**config.mk**
```make
export PLATFORM = sky130hd
export DESIGN_NAME = read_watermark
export DESIGN_NICKNAME = d
export VERILOG_FILES = /design/src/rtl/rwm_pkg.sv /design/src/rtl/rwm_regfile.sv /design/src/rtl/rwm_counter.sv /design/src/rtl/rwm_outstage.sv /design/src/rtl/read_watermark.sv
export SDC_FILE = /design/constraint.sdc
export NUM_CORES = 1
export LEC_CHECK = 0
export BUFFER_PORTS_ARGS = -buffer_cell sky130_fd_sc_hd__buf_2
export CAP_MARGIN = 20
export CORE_MARGIN = 2
export CORE_UTILIZATION = 23
export CTS_CLUSTER_DIAMETER = 80
export DETAILED_ROUTE_END_ITERATION = 10
export GPL_ROUTABILITY_DRIVEN = 0
export SLEW_MARGIN = 10
export SYNTH_ARGS = -nofsm -noshare
export SYNTH_HDL_FRONTEND = slang
export SYNTH_SLANG_ARGS = --single-unit
```
**constraint.sdc**
```tcl
create_clock -name clk -period 1.92 [get_ports clk]
set_input_delay 0 -clock clk [delete_from_list [all_inputs] [get_ports clk]]
set_output_delay 0 -clock clk [all_outputs]
set_load 0.1 [all_outputs]
```
**src/rtl/rwm_pkg.sv**
```systemverilog
package rwm_pkg;

   typedef struct packed {
      logic rd;       // read sampled this cycle
      logic wr;       // write sampled this cycle
      logic guard;    // address is the guard register
   } rwm_access_t;

   function automatic int unsigned rwm_cnt_width(input int unsigned limit);
      return (limit < 2) ? 1 : $clog2(limit);
   endfunction

endpackage

```
**src/rtl/rwm_regfile.sv**
```systemverilog
module rwm_regfile #(
   parameter int unsigned ADDR_W   = 4,
   parameter int unsigned DATA_W   = 32,
   parameter int unsigned NUM_REGS = 12
) (
   input  logic              clk,
   input  logic              rst,
   input  logic              wr_en,
   input  logic [ADDR_W-1:0] addr,
   input  logic [DATA_W-1:0] wdata,
   output logic [DATA_W-1:0] rdata_raw
);
   localparam int unsigned SPAN = 1 << ADDR_W;

   logic [DATA_W-1:0] regs_q [NUM_REGS];

   for (genvar gi = 0; gi < NUM_REGS; gi++) begin : g_reg
      always_ff @(posedge clk) begin
         if (rst)
            regs_q[gi] <= '0;
         else if (wr_en && (addr == ADDR_W'(gi)))
            regs_q[gi] <= wdata;
      end
   end

   if (NUM_REGS == SPAN) begin : g_full_decode
      assign rdata_raw = regs_q[addr];
   end else begin : g_partial_decode
      always_comb begin
         rdata_raw = '0;
         for (int i = 0; i < NUM_REGS; i++)
            if (addr == ADDR_W'(i)) rdata_raw = regs_q[i];
      end
   end
endmodule

```
**src/rtl/rwm_counter.sv**
```systemverilog
module rwm_counter
   import rwm_pkg::*;
#(
   parameter int unsigned THRESHOLD = 10000,
   parameter int unsigned CNT_W     = rwm_cnt_width(THRESHOLD)
) (
   input  logic             clk,
   input  logic             rst,
   input  rwm_access_t      acc,
   output logic             mark_hit,
   output logic [CNT_W-1:0] count
);
   localparam logic [CNT_W-1:0] LAST = CNT_W'(THRESHOLD - 1);

   logic [CNT_W-1:0] cnt_q;

   assign mark_hit = acc.rd && !acc.guard && (cnt_q == LAST);

   always_ff @(posedge clk) begin
      if (rst)
         cnt_q <= '0;
      else if ((acc.rd || acc.wr) && acc.guard)
         cnt_q <= '0;
      else if (acc.rd)
         cnt_q <= mark_hit ? '0 : cnt_q + CNT_W'(1);
   end

   assign count = cnt_q;
endmodule

```
**src/rtl/rwm_outstage.sv**
```systemverilog
module rwm_outstage #(
   parameter int unsigned        DATA_W    = 32,
   parameter logic [DATA_W-1:0]  MARK_MASK = 'h21
) (
   input  logic              clk,
   input  logic              rst,
   input  logic              rd_en,
   input  logic              flip,
   input  logic [DATA_W-1:0] raw,
   output logic              valid,
   output logic [DATA_W-1:0] data
);
   logic              valid_q;
   logic [DATA_W-1:0] data_q;

   always_ff @(posedge clk) begin
      if (rst) begin
         valid_q <= 1'b0;
         data_q  <= '0;
      end else begin
         valid_q <= rd_en;
         if (rd_en)
            data_q <= flip ? (raw ^ MARK_MASK) : raw;
      end
   end

   assign valid = valid_q;
   assign data  = data_q;
endmodule

```
**src/rtl/read_watermark.sv**
```systemverilog
module read_watermark
   import rwm_pkg::*;
#(
   parameter int unsigned        ADDR_W    = 4,
   parameter int unsigned        DATA_W    = 32,
   parameter int unsigned        NUM_REGS  = 12,
   parameter int unsigned        GUARD_IDX = 7,
   parameter int unsigned        THRESHOLD = 10000,
   parameter logic [DATA_W-1:0]  MARK_MASK = 'h21
) (
   input  logic              clk,
   input  logic              rst,
   input  logic [ADDR_W-1:0] bus_addr,
   input  logic              bus_rd,
   input  logic              bus_wr,
   input  logic [DATA_W-1:0] bus_wdata,
   output logic              rsp_valid,
   output logic [DATA_W-1:0] rsp_data
);
   localparam int unsigned CNT_W = rwm_cnt_width(THRESHOLD);

   if (NUM_REGS < 1 || NUM_REGS > (1 << ADDR_W)) begin : g_bad_regs
      $error("read_watermark: NUM_REGS must be 1..2**ADDR_W");
   end
   if (GUARD_IDX >= NUM_REGS) begin : g_bad_guard
      $error("read_watermark: GUARD_IDX outside register bank");
   end
   if (THRESHOLD < 2) begin : g_bad_limit
      $error("read_watermark: THRESHOLD must be at least 2");
   end
   if (MARK_MASK == '0) begin : g_bad_mask
      $error("read_watermark: MARK_MASK must flip at least one bit");
   end

   rwm_access_t       acc;
   logic              mark_hit;
   logic [CNT_W-1:0]  rd_count;
   logic [DATA_W-1:0] raw_data;

   assign acc.rd    = bus_rd;
   assign acc.wr    = bus_wr;
   assign acc.guard = (bus_addr == ADDR_W'(GUARD_IDX));

   rwm_regfile #(
      .ADDR_W   (ADDR_W),
      .DATA_W   (DATA_W),
      .NUM_REGS (NUM_REGS)
   ) u_regs (
      .clk       (clk),
      .rst       (rst),
      .wr_en     (bus_wr),
      .addr      (bus_addr),
      .wdata     (bus_wdata),
      .rdata_raw (raw_data)
   );

   rwm_counter #(
      .THRESHOLD (THRESHOLD),
      .CNT_W     (CNT_W)
   ) u_cnt (
      .clk      (clk),
      .rst      (rst),
      .acc      (acc),
      .mark_hit (mark_hit),
      .count    (rd_count)
   );

   rwm_outstage #(
      .DATA_W    (DATA_W),
      .MARK_MASK (MARK_MASK)
   ) u_out (
      .clk   (clk),
      .rst   (rst),
      .rd_en (bus_rd),
      .flip  (mark_hit),
      .raw   (raw_data),
      .valid (rsp_valid),
      .data  (rsp_data)
   );
endmodule

```
==> key figures, run 1 <==
Global routing
  • Largest net degree at the start of global routing: 41
  • Met1 Usage GRT: 15.87%
  • Vias in the first global route: 12220
  • Met3 Use GR: 2.617%
  • GRT busiest layer: met2
  • Global-route wire length before repair: 79680 µm
  • Met2 Use GR: 21.09%
  • Gr ovfl total: 0
  • Initial antenna violation count: 6
  • Total track usage: 12.46%

STA
  • Clock Skews: 0.02579 ns
  • Final worst path period share: 88.87%
  • Final Hold Viols: 0
  • Final setup viols: 0
  • Setup TNS: 0 ns
  • Worst Tran Pin Value: 0.5857 ns
  • Max Fclk: 586.1 MHz
  • Fin. max-slew vios: 0
  • Unrepaired setup endpoints after global routing: false
  • Tmin final: 1.706 ns
  • Max_slew headroom: 60.95%

Detailed routing
  • Vias per Instance: 4.359
  • Drt pass-1 iters: 5
  • Total number of vias: 11600
  • DRC violations left: 0
  • DRC violation total after the first TritonRoute iteration: 941
  • Post-route ant nets: 0
  • Drt total wl: 53860 µm
  • WL/cell: 20.25 µm

Critical path
  • CP Data Required Time: 2.37 ns
  • R2R cell count: 6
  • Critical Path End: u_cnt.count[1]$_SDFFE_PP0P_
  • Crit path DAT: 2.15 ns
  • RR Startpoint: u_cnt.count[0]$_SDFFE_PP0P_
  • Worst setup SP type: register
  • Reg-to-Reg End: u_cnt.count[1]$_SDFFE_PP0P_
  • Setup CP Type: reg -> reg
  • R2r setup slk: 0.21 ns
  • Setup crit start: u_cnt.count[0]$_SDFFE_PP0P_
  • CP endpoint kind: register
  • CP Max Fanout: 14

Logic synthesis
  • Netlist cell types: 59
  • Synth cell count leaders: 385 x and2_1, 384 x edfxtp_1, 81 x clkbuf_1, 75 x nor2_1, 74 x mux4_2
  • Post-synthesis sequential area ratio: 64.20%
  • Mapped Nets: 1407
  • Syn Area/Cell: 14.22 µm²
  • Yosys Warn Count: 0
  • Mapped Cells: 1366
  • Count leader, synth: and2_1
  • Post-synthesis cell area: 0.01943 mm²
  • Top_reg_cell synth: edfxtp_1
  • Dominant cells by area after synthesis: edfxtp_1 59%, and2_1 12%, mux4_2 8.6%, dfxtp_1 4.8%, mux2i_1 1.7%
  • Post-synthesis async set-or-reset flop share: 0%
  • Synth Register Bits: 431
  • Post-synth top area share: 59.35%
  • Area leader, netlist: edfxtp_1
  • Number of synthesized flops with an enable pin: 384

Floorplanning
  • Core area: 0.08369 mm²
  • Die width: 294.6 µm
  • Die Footprint: 0.08681 mm²
  • # IOs: 73
  • Die Ht: 294.6 µm
  • Core Rows: 106
  • Initial Utilization: 23.21%

Finish
  • Final Net Count: 1527
  • Layout area overhead: 21.72%
  • Fill cells: 8441
  • Share of cells above drive strength 1: 23.08%

Worst hold path
  • Worst hold path type: in -> reg

Pwr
  • Power after layout: 0.02224 W
  • PwrDens: 940.6 mW/mm²
  • VDD IR max: 0.5950 mV
  • Leakage power: 8.318 nW

CTS
  • Worst-Skew Late Latency: 0.60 ns
  • CTS tree: done
  • CTS root buffer: clkbuf_16
  • CTS sink cnt: 431
  • Total CTS buffers: 48
  • Clock transition at path regs: 0.06 ns
  • Longest Clk Path Bufs: 3
  • H-tree levels: 2

Flow run
  • Total of max-cap violations: 0

Status
  • Outcome: complete, no violations

Place
  • HPWL Detailed: 34340 µm
  • Number of I/O port buffers: 72
==> per-layer routing <==
metal  wire, µm  vias to the layer above  share of wire, %
met2      26060                      356                48
li1           -                     5229                 -
met5         57                        -              0.11
met3       3785                      105               7.0
met4       1438                        8               2.7
met1      22520                     5898                42
==> through the flow <==
| stage | utilization (%) | hold WS, ns | std cells | instance area [µm²] | worst slack (ns) |
|---|---|---|---|---|---|
| global route | 28.26 | 0.1094 | 2660 | 23650 | 0.08241 |
| finish | 28.26 | 0.1003 | 2660 | 23650 | 0.2138 |
| floorplan | - | 0.1957 | 1366 | 19430 | 0.1180 |
| global placement | 25.93 | 0.3208 | 2536 | 21700 | 0.06271 |
| detailed placement | 25.93 | 0.3437 | 2536 | 21700 | 0.001338 |
| CTS | 28.24 | 0.06086 | 2659 | 23640 | 0.03757 |
==> worst max-delay path: stages, from the launching register on <==
cell,delay (ns)
dfxtp_1,0.37
ha_1,0.20
and4_1,0.28
and3_1,0.17
nand3_1,0.12
nand2_2,0.28
o32ai_1,0.14
==> layout by cell type, fill, tap and decap left out, types with 5 or more instances in the layout <==
cell	netlist	final
and2_1	385	385
edfxtp_1	384	384
mux4_2	74	74
buf_2	18	70
nor2_1	75	68
buf_4	10	62
clkbuf_16	0	49
dfxtp_1	47	47
nand2_1	40	39
dlygate4sd3_1	0	34
mux2i_1	33	33
o21ai_0	31	31
buf_12	1	28
o211ai_1	25	25
o22ai_1	14	14
nand2b_1	11	11
mux2_2	11	11
clkbuf_8	0	11
clkbuf_1	81	10
a31o_2	9	9
nor2_2	0	7
xor2_1	7	7
nand4_1	7	7
clkinv_2	0	7
xnor2_1	6	6
o32a_1	6	6
a21oi_1	5	5
and3_1	5	5
a211oi_1	5	5
o221ai_1	5	5
clkinv_1	0	5
==> power by group <==
| part | switching [W] | internal, W |
|---|---|---|
| clock | 0.00378 | 0.00539 |
| combinational | 0.00139 | 0.000762 |
| sequential | 0.000172 | 0.0108 |
| total | 0.00533 | 0.0169 |
==> timing repair <==
item                                    CTS  global route
endpoints found under the hold margin   395             0
endpoints found under the setup margin    0             2
resized for setup                         0             2
hold buffers                             34             0
setup buffers                             0             0
==> sequential cells by signal, indices dropped and copies added, names as in the netlist <==
signal,flops
u_regs.regs_q,384
u_out.data,32
u_cnt.count,14
u_out.valid,1
==> cells by family (layout without fill, tap and decap cells) <==
family          after synthesis  after routing  synth area share, %
simple gates                552            552                16.58
mux                         118            118                10.92
buf+inv                     129            288                3.156
flops                       431            431                64.20
compound gates              122            122                4.495
xor+xnor                     13             13               0.5861
other cells                   0              1                    0
fa+ha+maj                     1              1              0.06439
==> layout make-up <==
| cell class | count | area, µm² | share of cell area (%) |
|---|---|---|---|
| clock buffers | 70 | 1415 | 5.984 |
| flip-flops and latches | 431 | 12470 | 52.74 |
| diodes | 1 | 2.502 | 0.01058 |
| repair buffers | 195 | 1728 | 7.307 |
| inverters | 4 | 15.01 | 0.06349 |
| multi-input cells | 806 | 6414 | 27.12 |
| well taps | 1134 | 1419 | 6.000 |
| clock inverters | 19 | 182.7 | 0.7725 |
==> worst min-delay path by stage <==
| stage | startpoint | end | slack [ns] | cells past startpoint |
|---|---|---|---|---|
| after floorplan | bus_rd | u_out.data[5]$_SDFFE_PP0P_ | 0.20 | 2 |
| after global placement | bus_rd | u_cnt.count[1]$_SDFFE_PP0P_ | 0.32 | 3 |
| after detailed placement | bus_rd | u_cnt.count[1]$_SDFFE_PP0P_ | 0.34 | 3 |
| after CTS | bus_wr | u_cnt.count[1]$_SDFFE_PP0P_ | 0.06 | 4 |
| after global routing | bus_wr | u_cnt.count[1]$_SDFFE_PP0P_ | 0.11 | 4 |
| final | bus_addr[3] | u_out.data[29]$_SDFFE_PP0P_ | 0.10 | 5 |
(Power assumes the default switching activity.)
==> run 2, diff against run 1 <==
--- a/config.mk
+++ b/config.mk
@@ -5,6 +5,7 @@
 export SDC_FILE = /design/constraint.sdc
 export NUM_CORES = 1
 export LEC_CHECK = 0
+export ABC_AREA = 1
 export BUFFER_PORTS_ARGS = -buffer_cell sky130_fd_sc_hd__buf_2
 export CAP_MARGIN = 20
 export CORE_MARGIN = 2
@@ -12,6 +13,7 @@
 export CTS_CLUSTER_DIAMETER = 80
 export DETAILED_ROUTE_END_ITERATION = 10
 export GPL_ROUTABILITY_DRIVEN = 0
+export SKIP_LAST_GASP = 1
 export SLEW_MARGIN = 10
 export SYNTH_ARGS = -nofsm -noshare
 export SYNTH_HDL_FRONTEND = slang
==> run 2 against run 1 <==
The flow now finishes with violations (hold timing). Critical path depth increased by 4. Synthesized area decreased by 3.5%. Highest routed layer is now met4. Critical path type unchanged. Final cell count rose by 18%. Total power fell by 3.0%.
==> key figures, run 2 <==
Status
  • Outcome: finished, violations left
  • Failing checks: hold timing

STA
  • Slack of the critical path: 0.2454 ns (+0.03163 ns)
  • Max Fclk: 597.2 MHz (+1.9%)
  • Fin. max-slew vios: 0 (unchanged)
  • Worst Tran Pin Value: 0.7084 ns (+0.1227 ns)
  • Final worst path period share: 87.22% (-1.6 points)
  • Max_slew headroom: 52.70% (-8.2 points)
  • Clock Skews: 0.01512 ns (-0.01067 ns)
  • Final setup viols: 0 (unchanged)
  • Tmin final: 1.675 ns (-0.03163 ns)
  • Unrepaired setup endpoints after global routing: false
  • WHS: -0.01463 ns (-0.1149 ns)
  • Final Hold Viols: 12 (+12)

Flow run
  • Total of max-cap violations: 0 (unchanged)

Finish
  • Layout area overhead: 21.04%
  • Non-filler instance count after layout: 3142 (+18%)
  • Commonest non-fill, non-tap cells in the layout: 467 x nor2_1, 447 x nand2_1, 384 x edfxtp_1, 141 x inv_1, 88 x nand3_1
  • Fill cells: 8378 (-0.75%)
  • Number of flip-flops under the largest register name: 384 (unchanged)
  • Final Net Count: 2089 (+37%)
  • Most common cell after layout, fill and taps aside: nor2_1
  • Diodes inserted: 0 (-1)
  • Final instance area: 0.02270 mm² (-4.0%)
  • Register area: 0.01247 mm² (unchanged)
  • Share of cells above drive strength 1: 13.78% (-9.3 points)
  • Multi-input logic area: 0.005244 mm² (-18%)
  • Biggest register: u_regs.regs_q

CTS
  • Total CTS buffers: 46 (-4.2%)
  • H-tree levels: 2 (unchanged)
  • CTS tree: done
  • CTS sink cnt: 431 (unchanged)
  • Post-CTS Setup Bufs: 0 (unchanged)
  • Worst-Skew Late Latency: 0.59 ns (about the same)
  • CTS Hold Bufs: 28 (-18%)
  • Longest Clk Path Bufs: 3 (unchanged)
  • Clock transition at path regs: 0.06 ns (about the same)
  • CTS root buffer: clkbuf_16
  • CTS resizes: 0 (unchanged)

Critical path
  • Worst setup SP type: register
  • Slowest stage cell, crit path: dfxtp_1
  • CP Max Fanout: 4 (-10)
  • Reg-to-Reg End: u_cnt.count[10]$_SDFFE_PP0P_
  • R2R cell count: 10 (+4)
  • CP Data Required Time: 2.38 ns (about the same)
  • Critical path's top delay family: simple AND/OR/NAND/NOR gates
  • Cell mode on critical path: nand2_1
  • Largest stage delay, worst path: 0.35 ns (-0.02 ns)
  • RR Startpoint: u_cnt.count[0]$_SDFFE_PP0P_
  • Critical Path, Cell by Cell: ha_1 > nand2_1 > nor2_1 > nand2_1 > inv_1 > nand4_1 > nand3_2 > inv_2 > o21ai_1 > a21oi_1
  • Setup CP Type: reg -> reg
  • CP endpoint kind: register
  • R2r setup slk: 0.25 ns (+0.03 ns)
  • Buffer and inverter count on the worst path: 2 (+2)
  • Crit path DAT: 2.13 ns (-0.02 ns)

Floorplanning
  • Initial Utilization: 23.25% (+0.032 points)
  • Core area: 0.08068 mm² (-3.6%)
  • Die Footprint: 0.08384 mm² (-3.4%)
  • # IOs: 73 (unchanged)
  • Die Ht: 289.6 µm (-1.7%)
  • Core Rows: 104 (-1.9%)
  • Die width: 289.6 µm (-1.7%)

Detailed routing
  • DRC violation total after the first TritonRoute iteration: 1219 (+30%)
  • Total number of vias: 13560 (+17%)
  • DRC violations left: 0 (unchanged)
  • Drt pass-1 iters: 5 (unchanged)
  • Post-route ant nets: 0 (unchanged)
  • Vias per Instance: 4.316 (-0.99%)
  • WL/cell: 17.42 µm (-14%)
  • Drt total wl: 54750 µm (+1.7%)

Logic synthesis
  • Post-synthesis cell area: 0.01875 mm² (-3.5%)
  • Mapped Cells: 1936 (+42%)
  • Post-synthesis sequential area ratio: 66.50% (+2.3 points)
  • Count leader, synth: nor2_1
  • Synth cell count leaders: 467 x nor2_1, 448 x nand2_1, 384 x edfxtp_1, 141 x inv_1
  • Post-synth top area share: 61.49% (+2.1 points)
  • Yosys Warn Count: 0 (unchanged)
  • Synth Register Bits: 431 (unchanged)
  • Syn Area/Cell: 9.687 µm² (-32%)
  • Dominant cells by area after synthesis: edfxtp_1 61%, nor2_1 9.3%, nand2_1 9.0%, dfxtp_1 5.0%, inv_1 2.8%
  • Area leader, netlist: edfxtp_1
  • Top_reg_cell synth: edfxtp_1
  • Number of synthesized flops with an enable pin: 384 (unchanged)
  • Post-synthesis async set-or-reset flop share: 0% (unchanged)
  • Netlist cell types: 30 (-49%)
  • Mapped Nets: 1977 (+41%)

Pwr
  • Power after layout: 0.02157 W (-3.0%)
  • Leakage power: 8.778 nW (+5.5%)
  • VDD IR max: 0.6096 mV (+2.5%)
  • PwrDens: 950.3 mW/mm² (+1.0%)

Global routing
  • Global-route wire length before repair: 82570 µm (+3.6%)
  • Initial antenna violation count: 0 (-6)
  • Vias in the first global route: 13140 (+7.5%)
  • Largest net degree at the start of global routing: 34 (-17%)
  • Gr ovfl total: 0 (unchanged)
  • Total track usage: 13.06% (+0.60 points)

Worst hold path
  • Hold Crit Endpoint: u_regs.regs_q[0][53]$_SDFFCE_PN0P_
  • HP Start: bus_wdata[21]
  • Worst hold path type: in -> reg
  • Worst Hold Path Cells: 3 (-2)

Place
  • Number of I/O port buffers: 72 (unchanged)
  • Worst slack at placement: 0.02848 ns (+0.02714 ns)
  • Placed cell areas: 0.02095 mm² (-3.5%)
  • HPWL Detailed: 34700 µm (+1.1%)
  • DP Cell Count: 3032 (+20%)
## run 2: cell types whose count changed after synthesis, moves of 31 or more
cell,delta
nand2_1,+408
mux2i_1,-33
a21oi_1,+78
nand4_1,+31
nor2_1,+392
nand3_1,+86
and2_1,-385
inv_1,+137
mux4_2,-74
## run 2: power by group
part           internal [W]  switching, W
sequential           0.0107      0.000157
clock               0.00514       0.00368
combinational      0.000461       0.00139
total                0.0163       0.00523
## run 2: cells by family (layout without fill, tap and decap cells)
group                    Yosys count  count (layout)  synth area share (%)
buffers and inverters            278             424                 6.024
AO/OA/AOI/OAI                    128             128                 3.429
flip-flops                       431             431                 66.50
XOR/XNOR                           4               4                0.1868
AND/OR/NAND/NOR                 1094            1094                 23.79
adder cells (fa/ha/maj)            1               1               0.06670
## run 2: routing by layer
metal / wire [µm] / vias to the layer above / track usage, %
met5: 0 / - / 0
met4: 1384 / 0 / 4.128
met3: 3759 / 82 / 2.386
met2: 25630 / 431 / 21.66
met1: 23980 / 6531 / 17.27
li1: - / 6517 / -
## run 2: worst register-to-register path: cells and delay by family, from the launching register on
kind | cells | cell delay, ns
AO/OA/AOI/OAI | 2 | 0.12
adder cells (fa/ha/maj) | 1 | 0.20
buffers and inverters | 2 | 0.16
AND/OR/NAND/NOR | 5 | 0.71
flip-flops | 1 | 0.35
## run 2: how the worst max path moves through the flow
stage                                start                                  end  slack [ns]  cells after the start
3_5_place_dp                   bus_addr[2]          u_out.data[23]$_SDFFE_PP0P_        0.03                     14
2_1_floorplan                       bus_wr  u_regs.regs_q[1][100]$_SDFFCE_PN0P_       -0.19                      4
5_1_grt        u_cnt.count[0]$_SDFFE_PP0P_          u_cnt.count[9]$_SDFFE_PP0P_        0.02                      9
6_report       u_cnt.count[0]$_SDFFE_PP0P_         u_cnt.count[10]$_SDFFE_PP0P_        0.25                     10
3_3_place_gp                   bus_addr[2]          u_out.data[23]$_SDFFE_PP0P_        0.05                     14
4_1_cts        u_cnt.count[0]$_SDFFE_PP0P_         u_cnt.count[10]$_SDFFE_PP0P_        0.26                     10
## run 2: layout make-up
type,instances,area share (%)
clock inverters,21,0.9370
flip-flops and latches,431,54.94
repair buffers,190,7.121
multi-input cells,1227,23.10
inverters,152,2.513
well taps,1060,5.842
clock buffers,61,5.545
## run 2: through the flow
| stage | TNS [ns] | util [%] |
|---|---|---|
| 2_1_floorplan | -46.94 | - |
| 6_report | 0 | 28.14 |
| 5_1_grt | 0 | 28.14 |
| 3_5_place_dp | 0 | 25.97 |
| 4_1_cts | 0 | 28.14 |
| 3_3_place_gp | 0 | 25.97 |
==> run 3, diff against run 2 <==
--- a/config.mk
+++ b/config.mk
@@ -8,11 +8,14 @@
 export ABC_AREA = 1
 export BUFFER_PORTS_ARGS = -buffer_cell sky130_fd_sc_hd__buf_2
 export CAP_MARGIN = 20
+export CELL_PAD_IN_SITES_DETAIL_PLACEMENT = 0
+export CELL_PAD_IN_SITES_GLOBAL_PLACEMENT = 1
 export CORE_MARGIN = 2
 export CORE_UTILIZATION = 23
 export CTS_CLUSTER_DIAMETER = 80
 export DETAILED_ROUTE_END_ITERATION = 10
 export GPL_ROUTABILITY_DRIVEN = 0
+export PLACE_DENSITY_LB_ADDON = 0.1
 export SKIP_LAST_GASP = 1
 export SLEW_MARGIN = 10
 export SYNTH_ARGS = -nofsm -noshare
==> run 3 against run 2 <==
The run now ends clean. Global-route usage up 1.4 points. Clock-buffer cell count up 15. Via count down 1.5%. Worst hold slack better by 0.025 ns. Final cell count up 0.54%. Critical path type unchanged. Non-clock buffer count up 3. Sequential power about the same. Flip-flop and latch count unchanged. First-iteration DRC count down 35%. Critical endpoint is now u_cnt.count[9]$_SDFFE_PP0P_. Wire length up 9.8%. Clock skew up 0.012 ns.
==> key figures, run 3 (synthesized netlist as in run 2, its figures left out) <==
CTS
  • CTS Hold Bufs: 25 (-11%)
  • Clock transition at path regs: 0.06 ns (about the same)
  • CTS resizes: 0 (unchanged)
  • CTS root buffer: clkbuf_16
  • CTS tree: done
  • Total CTS buffers: 51 (+11%)
  • Longest Clk Path Bufs: 3 (unchanged)
  • CTS sink cnt: 431 (unchanged)
  • Worst-Skew Late Latency: 0.60 ns (about the same)
  • H-tree levels: 2 (unchanged)
  • Post-CTS Setup Bufs: 0 (unchanged)

Critical path
  • Critical Path, Cell by Cell: ha_1 > nand2_1 > nor2_1 > nand2_1 > inv_1 > nand4_1 > nand3_2 > inv_2 > o21ai_1 > a21oi_1
  • Crit path DAT: 2.19 ns (+0.06 ns)
  • RR Startpoint: u_cnt.count[0]$_SDFFE_PP0P_
  • Slowest stage cell, crit path: dfxtp_1
  • R2r setup slk: 0.20 ns (-0.05 ns)
  • Worst setup SP type: register
  • CP Max Fanout: 6 (+2)
  • Cell mode on critical path: nand2_1
  • Setup CP Type: reg -> reg
  • Reg-to-Reg End: u_cnt.count[9]$_SDFFE_PP0P_
  • CP endpoint kind: register
  • CP Data Required Time: 2.39 ns (about the same)
  • Largest stage delay, worst path: 0.35 ns (about the same)
  • R2R cell count: 10 (unchanged)

Floorplanning
  • Core area: 0.08068 mm² (unchanged)
  • Initial Utilization: 23.25% (unchanged)
  • Core Rows: 104 (unchanged)
  • # IOs: 73 (unchanged)
  • Die width: 289.6 µm (unchanged)
  • Die Ht: 289.6 µm (unchanged)
  • Die Footprint: 0.08384 mm² (unchanged)

STA
  • Final worst path period share: 89.58% (+2.4 points)
  • Max Fclk: 581.4 MHz (-2.6%)
  • Tmin final: 1.720 ns (+0.04530 ns)
  • Clock Skews: 0.02740 ns (+0.01227 ns)
  • Fin. max-slew vios: 0 (unchanged)
  • Unrepaired setup endpoints after global routing: false
  • Final setup viols: 0 (unchanged)
  • Final Hold Viols: 0 (-12)
  • Worst Tran Pin Value: 0.6474 ns (-0.06105 ns)
  • Max_slew headroom: 56.79% (+4.1 points)

Finish
  • Final Net Count: 2097 (+0.38%)
  • Most common cell after layout, fill and taps aside: nor2_1
  • Number of flip-flops under the largest register name: 384 (unchanged)
  • Layout area overhead: 22.21%
  • Biggest register: u_regs.regs_q
  • Commonest non-fill, non-tap cells in the layout: 467 x nor2_1, 444 x nand2_1, 384 x edfxtp_1, 141 x inv_1, 89 x nand3_1
  • Fill cells: 8519 (+1.7%)
  • Share of cells above drive strength 1: 13.73% (-0.057 points)
  • Non-filler instance count after layout: 3159 (+0.54%)
  • Layout Utilization: 28.41% (+0.27 points)

Detailed routing
  • DRC violation total after the first TritonRoute iteration: 796 (-35%)
  • WL/cell: 19.03 µm (+9.2%)
  • Drt total wl: 60120 µm (+9.8%)
  • Post-route ant nets: 0 (unchanged)
  • Vias per Instance: 4.230 (-2.0%)
  • Total number of vias: 13360 (-1.5%)
  • DRC violations left: 0 (unchanged)
  • Drt pass-1 iters: 5 (unchanged)

Place
  • DP Cell Count: 3038 (+0.20%)
  • Number of I/O port buffers: 72 (unchanged)
  • HPWL Detailed: 39380 µm (+13%)

Worst hold path
  • Worst Hold Path Cells: 3 (unchanged)
  • HP Start: bus_wdata[31]
  • Worst hold path type: in -> reg
  • Hold Crit Endpoint: u_regs.regs_q[1][95]$_SDFFCE_PN0P_

Global routing
  • Vias in the first global route: 13160 (+0.18%)
  • Initial antenna violation count: 3 (+3)
  • Largest net degree at the start of global routing: 50 (+47%)
  • Total track usage: 14.45% (+1.4 points)
  • Global-route wire length before repair: 89540 µm (+8.4%)
  • Gr ovfl total: 0 (unchanged)

Flow run
  • Total of max-cap violations: 0 (unchanged)

Status
  • Outcome: complete, no violations

Pwr
  • VDD IR max: 0.6781 mV (+11%)
  • PwrDens: 966.0 mW/mm² (+1.6%)
  • Leakage power: 8.888 nW (+1.2%)
## run 3: per-layer routing
metal | wire length, µm | GRT usage [%]
met5 | 20 | 0
met4 | 1096 | 3.244
met3 | 2615 | 2.253
met2 | 26820 | 22.52
met1 | 29570 | 21.05
## run 3: report_power, final
group | switching (W) | total [W] | internal (W)
Sequential | 0.000151 | 0.0109 | 0.0107
Clock | 0.00397 | 0.00930 | 0.00533
Combinational | 0.00146 | 0.00194 | 0.000477
Total | 0.00559 | 0.0221 | 0.0166
## run 3: worst max path at each step
stage / startpoint / end / slack (ns) / cells past startpoint
2_1_floorplan: bus_wr / u_regs.regs_q[1][100]$_SDFFCE_PN0P_ / -0.19 / 4
3_3_place_gp: bus_addr[1] / u_out.data[8]$_SDFFE_PP0P_ / -0.05 / 14
3_5_place_dp: bus_addr[1] / u_out.data[12]$_SDFFE_PP0P_ / -0.05 / 15
4_1_cts: u_cnt.count[0]$_SDFFE_PP0P_ / u_cnt.count[9]$_SDFFE_PP0P_ / 0.17 / 10
5_1_grt: u_cnt.count[0]$_SDFFE_PP0P_ / u_cnt.count[9]$_SDFFE_PP0P_ / 0.03 / 10
6_report: u_cnt.count[0]$_SDFFE_PP0P_ / u_cnt.count[9]$_SDFFE_PP0P_ / 0.20 / 10
## run 3: final cells by class
| cell class | count | area (µm²) | area share [%] |
|---|---|---|---|
| flip-flops and latches | 431 | 12470 | 54.42 |
| multi-input cells | 1227 | 5246 | 22.89 |
| repair buffers | 193 | 1744 | 7.610 |
| clock buffers | 76 | 1411 | 6.158 |
| well taps | 1060 | 1326 | 5.787 |
| inverters | 152 | 570.5 | 2.489 |
| clock inverters | 19 | 146.4 | 0.6387 |
| diodes | 1 | 2.502 | 0.01092 |
## run 3: stage by stage
stage	cell area [µm²]	total power (W)	setup slack (ns)	hold slack, ns	TNS, ns
4_1_cts	22920	0.02254	0.1723	0.0006409	0
6_report	22920	0.02214	0.2001	0.01006	0
2_1_floorplan	18780	0.01221	-0.1917	0.06907	-46.94
3_3_place_gp	21110	0.01304	-0.04856	0.3681	-0.1178
3_5_place_dp	21110	0.01305	-0.05050	0.3809	-0.1552
5_1_grt	22920	0.02306	0.02859	0.03883	0
## run 3: critical path: cells and delay by family, from the launching register on
family	cells	cell delay [ns]
and+or+nand+nor	5	0.76
DFF	1	0.35
adders and majority gates	1	0.20
buffers and inverters	2	0.16
AOI/OAI and AO/OA	2	0.13
